**config.mk**
```make
export PLATFORM = sky130hd
export DESIGN_NAME = outBusMatcher
export DESIGN_NICKNAME = d
export VERILOG_FILES = /design/src/rtl/obm_pkg.sv /design/src/rtl/obmCtrl.sv /design/src/rtl/obmDatapath.sv /design/src/rtl/outBusMatcher.sv
export SDC_FILE = /design/constraint.sdc
export NUM_CORES = 1
export LEC_CHECK = 0
export BUFFER_PORTS_ARGS = -buffer_cell sky130_fd_sc_hd__buf_4
export CAP_MARGIN = 10
export CORE_ASPECT_RATIO = 1.75
export CORE_MARGIN = 3
export CORE_UTILIZATION = 52
export DETAILED_ROUTE_END_ITERATION = 12
export PLACE_DENSITY = 0.79
export RECOVER_POWER = 100
export SYNTH_ARGS = -nofsm -noshare
export SYNTH_HDL_FRONTEND = slang
export SYNTH_SLANG_ARGS = --single-unit
```
**constraint.sdc**
```tcl
create_clock -name clk -period 6.1 [get_ports clk]
set_clock_uncertainty 0.2 [all_clocks]
set_input_delay 0.61 -clock clk [delete_from_list [all_inputs] [get_ports clk]]
set_output_delay 0.61 -clock clk [all_outputs]
set_load 0.02 [all_outputs]
```
**src/rtl/obm_pkg.sv**
```systemverilog
package obm_pkg;

  // Port width chosen at full reset
  typedef enum logic [1:0] {
    MODE_LONG = 2'd0,
    MODE_HALF = 2'd1,
    MODE_BYTE = 2'd2
  } widthMode_e;

  // Strobes from control to datapath
  typedef struct packed {
    logic       loadHold;   // capture FIFO head word into holding register
    logic       takePiece;  // register the selected piece onto the output
    logic [1:0] laneSel;    // lane of the held word to present
  } strobe_t;

endpackage

```
**src/rtl/obmCtrl.sv**
```systemverilog
module obmCtrl
  import obm_pkg::*;
(
  input  logic       clk,
  input  logic       rstN,
  input  logic       partRstN,
  input  logic       cfgNarrow,
  input  logic       cfgByte,
  input  logic       cfgBigEnd,
  input  logic       fifoValid,
  input  logic       rdEn,
  output logic       fifoPop,
  output logic       rdReady,
  output strobe_t    stb,
  output widthMode_e modeQ
);

  logic       bigQ;
  logic       holdValid;
  logic [1:0] pieceIdx;
  logic [1:0] lastIdx;
  logic       active;
  logic       take;
  logic       lastTake;
  logic       load;

  // Configuration is captured only while full reset is held
  always_ff @(posedge clk) begin
    if (!rstN) begin
      if (!cfgNarrow)   modeQ <= MODE_LONG;
      else if (cfgByte) modeQ <= MODE_BYTE;
      else              modeQ <= MODE_HALF;
      bigQ <= cfgBigEnd;
    end
  end

  always_comb begin
    case (modeQ)
      MODE_LONG: lastIdx = 2'd0;
      MODE_HALF: lastIdx = 2'd1;
      default:   lastIdx = 2'd3;
    endcase
  end

  assign active   = rstN && partRstN;
  assign take     = active && rdEn && holdValid;
  assign lastTake = take && (pieceIdx == lastIdx);
  assign load     = active && fifoValid && (!holdValid || lastTake);

  always_ff @(posedge clk) begin
    if (!active) begin
      holdValid <= 1'b0;
      pieceIdx  <= 2'd0;
    end else begin
      if (load)          holdValid <= 1'b1;
      else if (lastTake) holdValid <= 1'b0;
      if (lastTake)      pieceIdx  <= 2'd0;
      else if (take)     pieceIdx  <= pieceIdx + 2'd1;
    end
  end

  assign fifoPop       = load;
  assign rdReady       = holdValid;
  assign stb.loadHold  = load;
  assign stb.takePiece = take;
  assign stb.laneSel   = bigQ ? (lastIdx - pieceIdx) : pieceIdx;

endmodule

```
**src/rtl/obmDatapath.sv**
```systemverilog
module obmDatapath
  import obm_pkg::*;
#(
  parameter int WORD_W = 36
) (
  input  logic              clk,
  input  logic              rstN,
  input  logic              partRstN,
  input  logic [WORD_W-1:0] fifoData,
  input  strobe_t           stb,
  input  widthMode_e        modeQ,
  output logic [WORD_W-1:0] rdData
);

  localparam int HALF_W = WORD_W / 2;
  localparam int BYTE_W = WORD_W / 4;

  logic [WORD_W-1:0] holdReg;
  logic [WORD_W-1:0] piece;
  logic [HALF_W-1:0] halfLane [2];
  logic [BYTE_W-1:0] byteLane [4];

  always_ff @(posedge clk) begin
    if (stb.loadHold) holdReg <= fifoData;
  end

  for (genvar h = 0; h < 2; h++) begin : g_half
    assign halfLane[h] = holdReg[h*HALF_W +: HALF_W];
  end

  for (genvar b = 0; b < 4; b++) begin : g_byte
    assign byteLane[b] = holdReg[b*BYTE_W +: BYTE_W];
  end

  always_comb begin
    case (modeQ)
      MODE_LONG: piece = holdReg;
      MODE_HALF: piece = WORD_W'(halfLane[stb.laneSel[0]]);
      default:   piece = WORD_W'(byteLane[stb.laneSel]);
    endcase
  end

  always_ff @(posedge clk) begin
    if (!rstN || !partRstN) rdData <= '0;
    else if (stb.takePiece) rdData <= piece;
  end

endmodule

```
**src/rtl/outBusMatcher.sv**
```systemverilog
module outBusMatcher
  import obm_pkg::*;
#(
  parameter int WORD_W = 36
) (
  input  logic              clk,
  input  logic              rstN,
  input  logic              partRstN,
  input  logic              cfgNarrow,
  input  logic              cfgByte,
  input  logic              cfgBigEnd,
  input  logic [WORD_W-1:0] fifoData,
  input  logic              fifoValid,
  output logic              fifoPop,
  input  logic              rdEn,
  output logic              rdReady,
  output logic [WORD_W-1:0] rdData
);

  strobe_t    stb;
  widthMode_e cfgMode;

  obmCtrl u_ctrl (
    .clk       (clk),
    .rstN      (rstN),
    .partRstN  (partRstN),
    .cfgNarrow (cfgNarrow),
    .cfgByte   (cfgByte),
    .cfgBigEnd (cfgBigEnd),
    .fifoValid (fifoValid),
    .rdEn      (rdEn),
    .fifoPop   (fifoPop),
    .rdReady   (rdReady),
    .stb       (stb),
    .modeQ     (cfgMode)
  );

  obmDatapath #(.WORD_W(WORD_W)) u_dp (
    .clk      (clk),
    .rstN     (rstN),
    .partRstN (partRstN),
    .fifoData (fifoData),
    .stb      (stb),
    .modeQ    (cfgMode),
    .rdData   (rdData)
  );

endmodule

```
==> impl_metrics.py, run 1 <==
metrics = {
    "clocking": {
        "cts_setup_buffers": 0,
        "cts_tree": "yes",
        "cts_hold_buffers": 0,
        "cts_made_buffers": 9,
        "cts_root_buffer": "clkbuf_8",
        "ctsLongestPathBuffers": 2,
        "clk_pin_slew_ps": 80,
        "cts_resized": 0,
        "cts_max_level": 3,
        "worstSkewPairLatency_ps": 350,
        "cts_sinks": 78,
    },
    "placed_design": {
        "place_hpwl_mm": 5.02,
        "place.gp.congestion": 0.799,
        "io_buffers": 81,
        "place_area_um2": 3810,
    },
    "detailed_routing": {
        "route.met3.wl_um": 504,
        "met2_length_mm": 3.86,
        "top_layer": "met4",
        "drt-met1-wl_mm": 2.64,
        "viasPerCell": 5.43,
        "drtIter0Drc": 180,
        "drc": 0,
        "firstDrtPassIters": 4,
        "routed_wl_mm": 7.15,
        "vias": 2325,
        "ant_nets": 0,
        "wl_per_cell_um": 16.7,
    },
    "setup_path": {
        "cp_cell_sequence": "nor2_1 > ha_1 > and2_0 > a21boi_0 > nor3b_2 > buf_4 > clkbuf_1",
        "worstPathArrival_ps": 2760,
        "required_ps": 5290,
        "worstPathMaxFanout": 37,
        "max_stage_delay_ps": 690,
        "critPathTopFamily": "buffers and inverters",
        "path_class": "reg2out",
        "start_kind": "flip-flop",
        "slowest_stage": "edfxtp_1",
        "path_buf_inv": 2,
        "cp-end-kind": "output pin",
    },
    "logic_synthesis": {
        "ys_seq_area_share_pct": 61.7,
        "ys_types": 35,
        "syn_nets": 309,
        "syn_inst": 263,
        "syn_area_um2": 3170,
        "syn_area_per_cell_um2": 12.0,
        "yosysWarnings": 0,
        "ys_ff_latch": 78,
    },
    "timing": {
        "setup_viol": 0,
        "final_max_slew_viol_count": 0,
        "finalHoldViolCount": 0,
        "slew_headroom_pct": 24.2,
        "finalSetupTns_ps": 0,
        "worst_pin_slew_ps": 1130,
        "min_period_over_period_pct": 58.5,
        "rsz0062_at_grt": "no",
        "fmax_mhz": 280,
        "post-route-min-period_ps": 3570,
    },
    "pwr": {
        "powerDensity_nw_per_um2": 267,
        "leakagePower_nw": 1.46,
        "peakVddDrop_mv": 0.180,
    },
    "floorplan": {
        "core_um2": 5880,
        "initial_core_util_pct": 53.8,
        "num_io_pins": 82,
        "row_count": 37,
        "die_area_um2": 7100,
        "die_w_um": 65.0,
        "die_h_um": 109,
    },
    "job": {
        "drv_cap": 0,
    },
    "layout": {
        "final_cell_mix": "nor2_1 (44), clkbuf_1 (42), edfxtp_1 (39), dfxtp_1 (39), clkbuf_4 (37)",
        "mostFrequentLayoutCell": "nor2_1",
        "n_antenna_cell": 0,
        "stdcell_area_um2": 3820,
        "nNetsFinal": 391,
        "drive_above_1_share_pct": 18.0,
        "area_delta_synth_final_pct": 20.7,
    },
    "global_route": {
        "grt_first_pass_wirelength_mm": 10.9,
        "overflow": 0,
        "grt_pass1_vias": 2291,
        "grt_use_total_pct": 21.1,
        "grt_max_degree": 38,
        "grt_antenna_before_repair": 0,
    },
    "status": {
        "status": "completed",
    },
    "worst_hold_path": {
        "worstHoldPathType": "in2reg",
    },
}
-- synth_stat cells --
master	n	area share, %
buf_4	1	0.24
a31oi_1	1	0.20
inv_1	1	0.12
buf_12	1	0.63
nand2_4	1	0.36
ha_1	2	0.79
and2_1	2	0.40
mux2_2	2	0.71
nand2_1	12	1.4
buf_2	2	0.32
a22oi_1	20	4.7
edfxtp_1	39	37
nor3_2	1	0.32
a21boi_0	2	0.47
or2_1	1	0.20
buf_6	1	0.36
or4b_1	1	0.32
a21oi_1	2	0.32
nor2_1	44	5.2
nand2_2	1	0.20
o22ai_1	9	1.8
mux2i_1	33	10
nand3_4	1	0.55
nand2b_1	1	0.20
o21a_1	9	2.1
nor3_1	1	0.16
xnor2_1	2	0.55
nand3_1	2	0.32
and2_4	1	0.28
o21ai_0	17	2.7
clkbuf_1	7	0.83
nor3b_1	1	0.24
nor2b_1	2	0.40
dfxtp_1	39	25
buf_8	1	0.47
-- cell families after synthesis --
logic type / count (synthesis) / synth area share [%]
AO/OA/AOI/OAI: 60 / 12.3
XOR/XNOR: 2 / 0.553
adder cells (fa/ha/maj): 2 / 0.790
buffers and inverters: 14 / 2.96
flip-flops: 78 / 61.7
multiplexers: 35 / 11.1
AND/OR/NAND/NOR: 72 / 10.6
-- metal layers --
metal,GRT usage (%),up-vias
met5,0,-
met4,10.1,0
met3,5.46,11
li1,-,1123
met2,37.1,96
met1,23.4,1095
-- state kept, by name, indices dropped and copies added (netlist names) --
register,flops
u_ctrl.pieceIdx,2
u_ctrl.modeQ,2
u_ctrl.rdReady,1
u_dp.holdReg,36
u_ctrl.bigQ,1
u_dp.rdData,36
-- metrics by stage --
stage	setup WS (ps)	std cells	total power (W)	util, %	hold slack [ps]
3_5_place_dp	2980	412	0.000679	64.8	255
4_1_cts	2610	428	0.00103	68.0	217
6_report	2530	428	0.00102	65.0	253
2_1_floorplan	961	263	0.000644	-	276
3_3_place_gp	3020	412	0.000677	64.8	243
5_1_grt	2270	428	0.00106	65.0	232
-- report_power, final --
group          switching (W)  total [W]  internal [W]
Combinational      0.0000482  0.0000905     0.0000422
Clock               0.000178   0.000358      0.000180
Sequential        0.00000956   0.000571      0.000562
Total               0.000236    0.00102      0.000784
-- cell type report --
type                       instances  area, um^2
multi-input combinational        171        1100
timing repair buffer              84         477
clock inverter                     3        17.5
tap                               78        97.6
fill                             519        2060
sequential                        78        1950
inverter                           1        3.75
clock buffer                      13         169
-- final timing paths --
kind	from	to	slack, ps	cells after the start
setup / recovery	u_ctrl.modeQ[1]	fifoPop	2530	7
hold / removal	fifoData[29]	u_dp.holdReg[29]	250	1
setup reg to reg	u_ctrl.modeQ[1]	u_dp.rdData[14]	2890	7
hold reg to reg	u_dp.rdData[11]	u_dp.rdData[11]	260	2
No activity file was read; power rests on OpenSTA's default activity.
==> run 2, diff against run 1 <==
- ABC_AREA: default -> 1
- CORE_UTILIZATION: 52 -> 53
- clock period: 6.1 -> 3.7 ns (I/O delays scaled with it)
==> run 2 against run 1 <==
Setup slack got worse by 1700 ps. Flip-flop and latch count did not move. Count of clock-buffer cells in the layout rose by 2. Non-clock buffer count rose by 38. Power rose by 70%. Die area rose by 8.0%. Worst hold slack got worse by 160 ps. Largest cell class unchanged.
==> impl_metrics.py, run 2 <==
metrics = {
    "timing": {
        "worst_slack_ps": 825,
        "finalSetupTns_ps": 0,
        "fmax_mhz": 348,
        "post-route-min-period_ps": 2870,
        "min_period_over_period_pct": 77.7,
        "setup_viol": 0,
        "slew_headroom_pct": 26.8,
        "finalHoldViolCount": 0,
        "holdWs_ps": 97.7,
        "worst_pin_slew_ps": 1100,
        "rsz0062_at_grt": "no",
        "final_max_slew_viol_count": 0,
    },
    "logic_synthesis": {
        "synth_compound_area_share_pct": 11.7,
        "ys_ff_latch": 78,
        "synth-simple-area-share_pct": 26.8,
        "synth_edf_count": 39,
        "synth_top_flop_cell": "edfxtp_1",
        "yosysMostFrequentCell": "nand2_1",
        "muxShareOfSynthArea_pct": 0,
        "synthTopCellsByArea": "edfxtp_1 (33%), dfxtp_1 (22%), nand2_1 (15%), nand3_1 (6.6%), a21oi_1 (5.9%)",
        "ys_seq_area_share_pct": 55.7,
        "postSynth.asyncResetShare_pct": 0,
        "synth_commonest_cells": "nand2_1 (144), nand3_1 (46), a21oi_1 (41), dfxtp_1 (39), edfxtp_1 (39)",
        "synthDominantCellAreaShare_pct": 33.4,
        "syn_inst": 413,
        "yosysWarnings": 0,
        "syn_area_per_cell_um2": 8.49,
        "synth_area_leader_cell": "edfxtp_1",
        "syn_nets": 459,
        "ys_types": 22,
        "syn_area_um2": 3510,
        "synth_xor_area_share_pct": 0,
        "synthAdderAreaFrac_pct": 0.714,
        "synth_top_family_by_area": "simple AND/OR/NAND/NOR gates",
    },
    "pwr": {
        "peakVddDrop_mv": 0.312,
        "leakagePower_nw": 1.90,
        "powerDensity_nw_per_um2": 385,
    },
    "layout": {
        "seq_area_um2": 1950,
        "num-fill-cells": 530,
        "nNetsFinal": 572,
        "final_cell_mix": "nand2_1 (144), nand3_1 (46), clkbuf_1 (46), a21oi_1 (41), clkbuf_4 (40)",
        "multiInputGateArea_um2": 1380,
        "largestRegisters": "u_dp.holdReg: 36 flops, u_dp.rdData: 36 flops",
        "mostFrequentLayoutCell": "nand2_1",
        "stdcell_area_um2": 4510,
        "n_antenna_cell": 0,
        "drive_above_1_share_pct": 12.6,
        "area_delta_synth_final_pct": 28.7,
    },
    "status": {
        "status": "completed",
    },
    "worst_hold_path": {
        "worstHoldPathType": "in2reg",
    },
    "clocking": {
        "cts_sinks": 78,
        "ctsLongestPathBuffers": 2,
        "cts_max_level": 3,
        "cts_made_buffers": 9,
        "cts_resized": 0,
        "cts_hold_buffers": 37,
        "cts_tree": "yes",
        "cts_setup_buffers": 0,
        "cts_root_buffer": "clkbuf_8",
        "clk_pin_slew_ps": 80,
        "worstSkewPairLatency_ps": 360,
    },
    "floorplan": {
        "core_um2": 6320,
        "initial_core_util_pct": 55.4,
        "die_w_um": 67.5,
        "row_count": 38,
        "num_io_pins": 82,
        "die_h_um": 114,
        "die_area_um2": 7670,
    },
    "detailed_routing": {
        "vias": 3301,
        "drtIter0Drc": 257,
        "routed_wl_mm": 9.65,
        "viasPerCell": 5.40,
        "firstDrtPassIters": 7,
        "ant_nets": 0,
        "drc": 0,
        "wl_per_cell_um": 15.8,
    },
    "global_route": {
        "grt_use_total_pct": 27.5,
        "grt_first_pass_wirelength_mm": 15.8,
        "overflow": 0,
        "grt_antenna_before_repair": 0,
        "grt_pass1_vias": 3302,
        "grt_max_degree": 38,
    },
    "setup_path": {
        "start_kind": "flip-flop",
        "worstPathArrival_ps": 2660,
        "worstPathMaxFanout": 16,
        "cp-end-kind": "flip-flop",
        "path_class": "reg2reg",
        "required_ps": 3490,
    },
    "placed_design": {
        "place_area_um2": 4130,
        "place.gp.congestion": 0.916,
        "io_buffers": 81,
        "place_hpwl_mm": 6.09,
        "place_ws_ps": 1200,
    },
    "job": {
        "drv_cap": 0,
    },
}
==> run 2: cell count changes after synthesis, moves of 15 or more <==
cell,change
a22oi_1,-20
nand2_1,+132
nor2_1,-25
nand3_1,+44
o21ai_0,+15
mux2i_1,-33
a21oi_1,+39
==> run 2: stage by stage <==
stage	util, %	power (W)	cells
5_1_grt	71.3	0.00180	611
3_5_place_dp	65.4	0.00118	558
2_1_floorplan	-	0.00110	413
3_3_place_gp	65.4	0.00117	558
6_report	71.3	0.00174	611
4_1_cts	73.8	0.00174	611
==> run 2: final timing paths <==
check,to,start,cells after the start,slack [ps]
setup / recovery,u_dp.holdReg[12],u_ctrl.modeQ[1],7,830
hold / removal,u_ctrl.modeQ[1],cfgNarrow,3,100
setup reg to reg,u_dp.holdReg[12],u_ctrl.modeQ[1],7,830
hold reg to reg,u_dp.rdData[25],u_dp.rdData[25],2,270
==> run 2: routing by layer <==
layer / GRT usage, % / wire length [um]
met3: 6.40 / 568
met2: 44.4 / 4930
met1: 33.8 / 3780
met5: 0 / 0
met4: 13.6 / 371
==> run 2: critical path: stages (launching register included) <==
cell and delay [ps]:
edfxtp_1 600, nor2_2 90, ha_1 320, nand3_1 110, nand2_1 100, nand2_1 100, nor2_4 300, clkbuf_1 670
==> run 2: cells by family after synthesis <==
| kind of cell | count (synthesis) |
|---|---|
| and+or+nand+nor | 218 |
| adders and majority gates | 2 |
| buffers and inverters | 35 |
| AOI/OAI and AO/OA | 80 |
| DFF | 78 |
==> run 2: final cells by class <==
cell class | instances | area share (%)
sequential | 78 | 43.3
tap | 80 | 2.22
inverter | 15 | 1.36
clock buffer | 15 | 3.47
multi-input combinational | 300 | 30.6
timing repair buffer | 122 | 18.9
clock inverter | 1 | 0.166
==> run 2: report_power, final <==
group	internal, W	total, W	leakage, nW	switching [W]
Sequential	0.000929	0.000947	0.674	0.0000182
Clock	0.000264	0.000553	0.0780	0.000290
Combinational	0.0000993	0.000237	1.15	0.000138
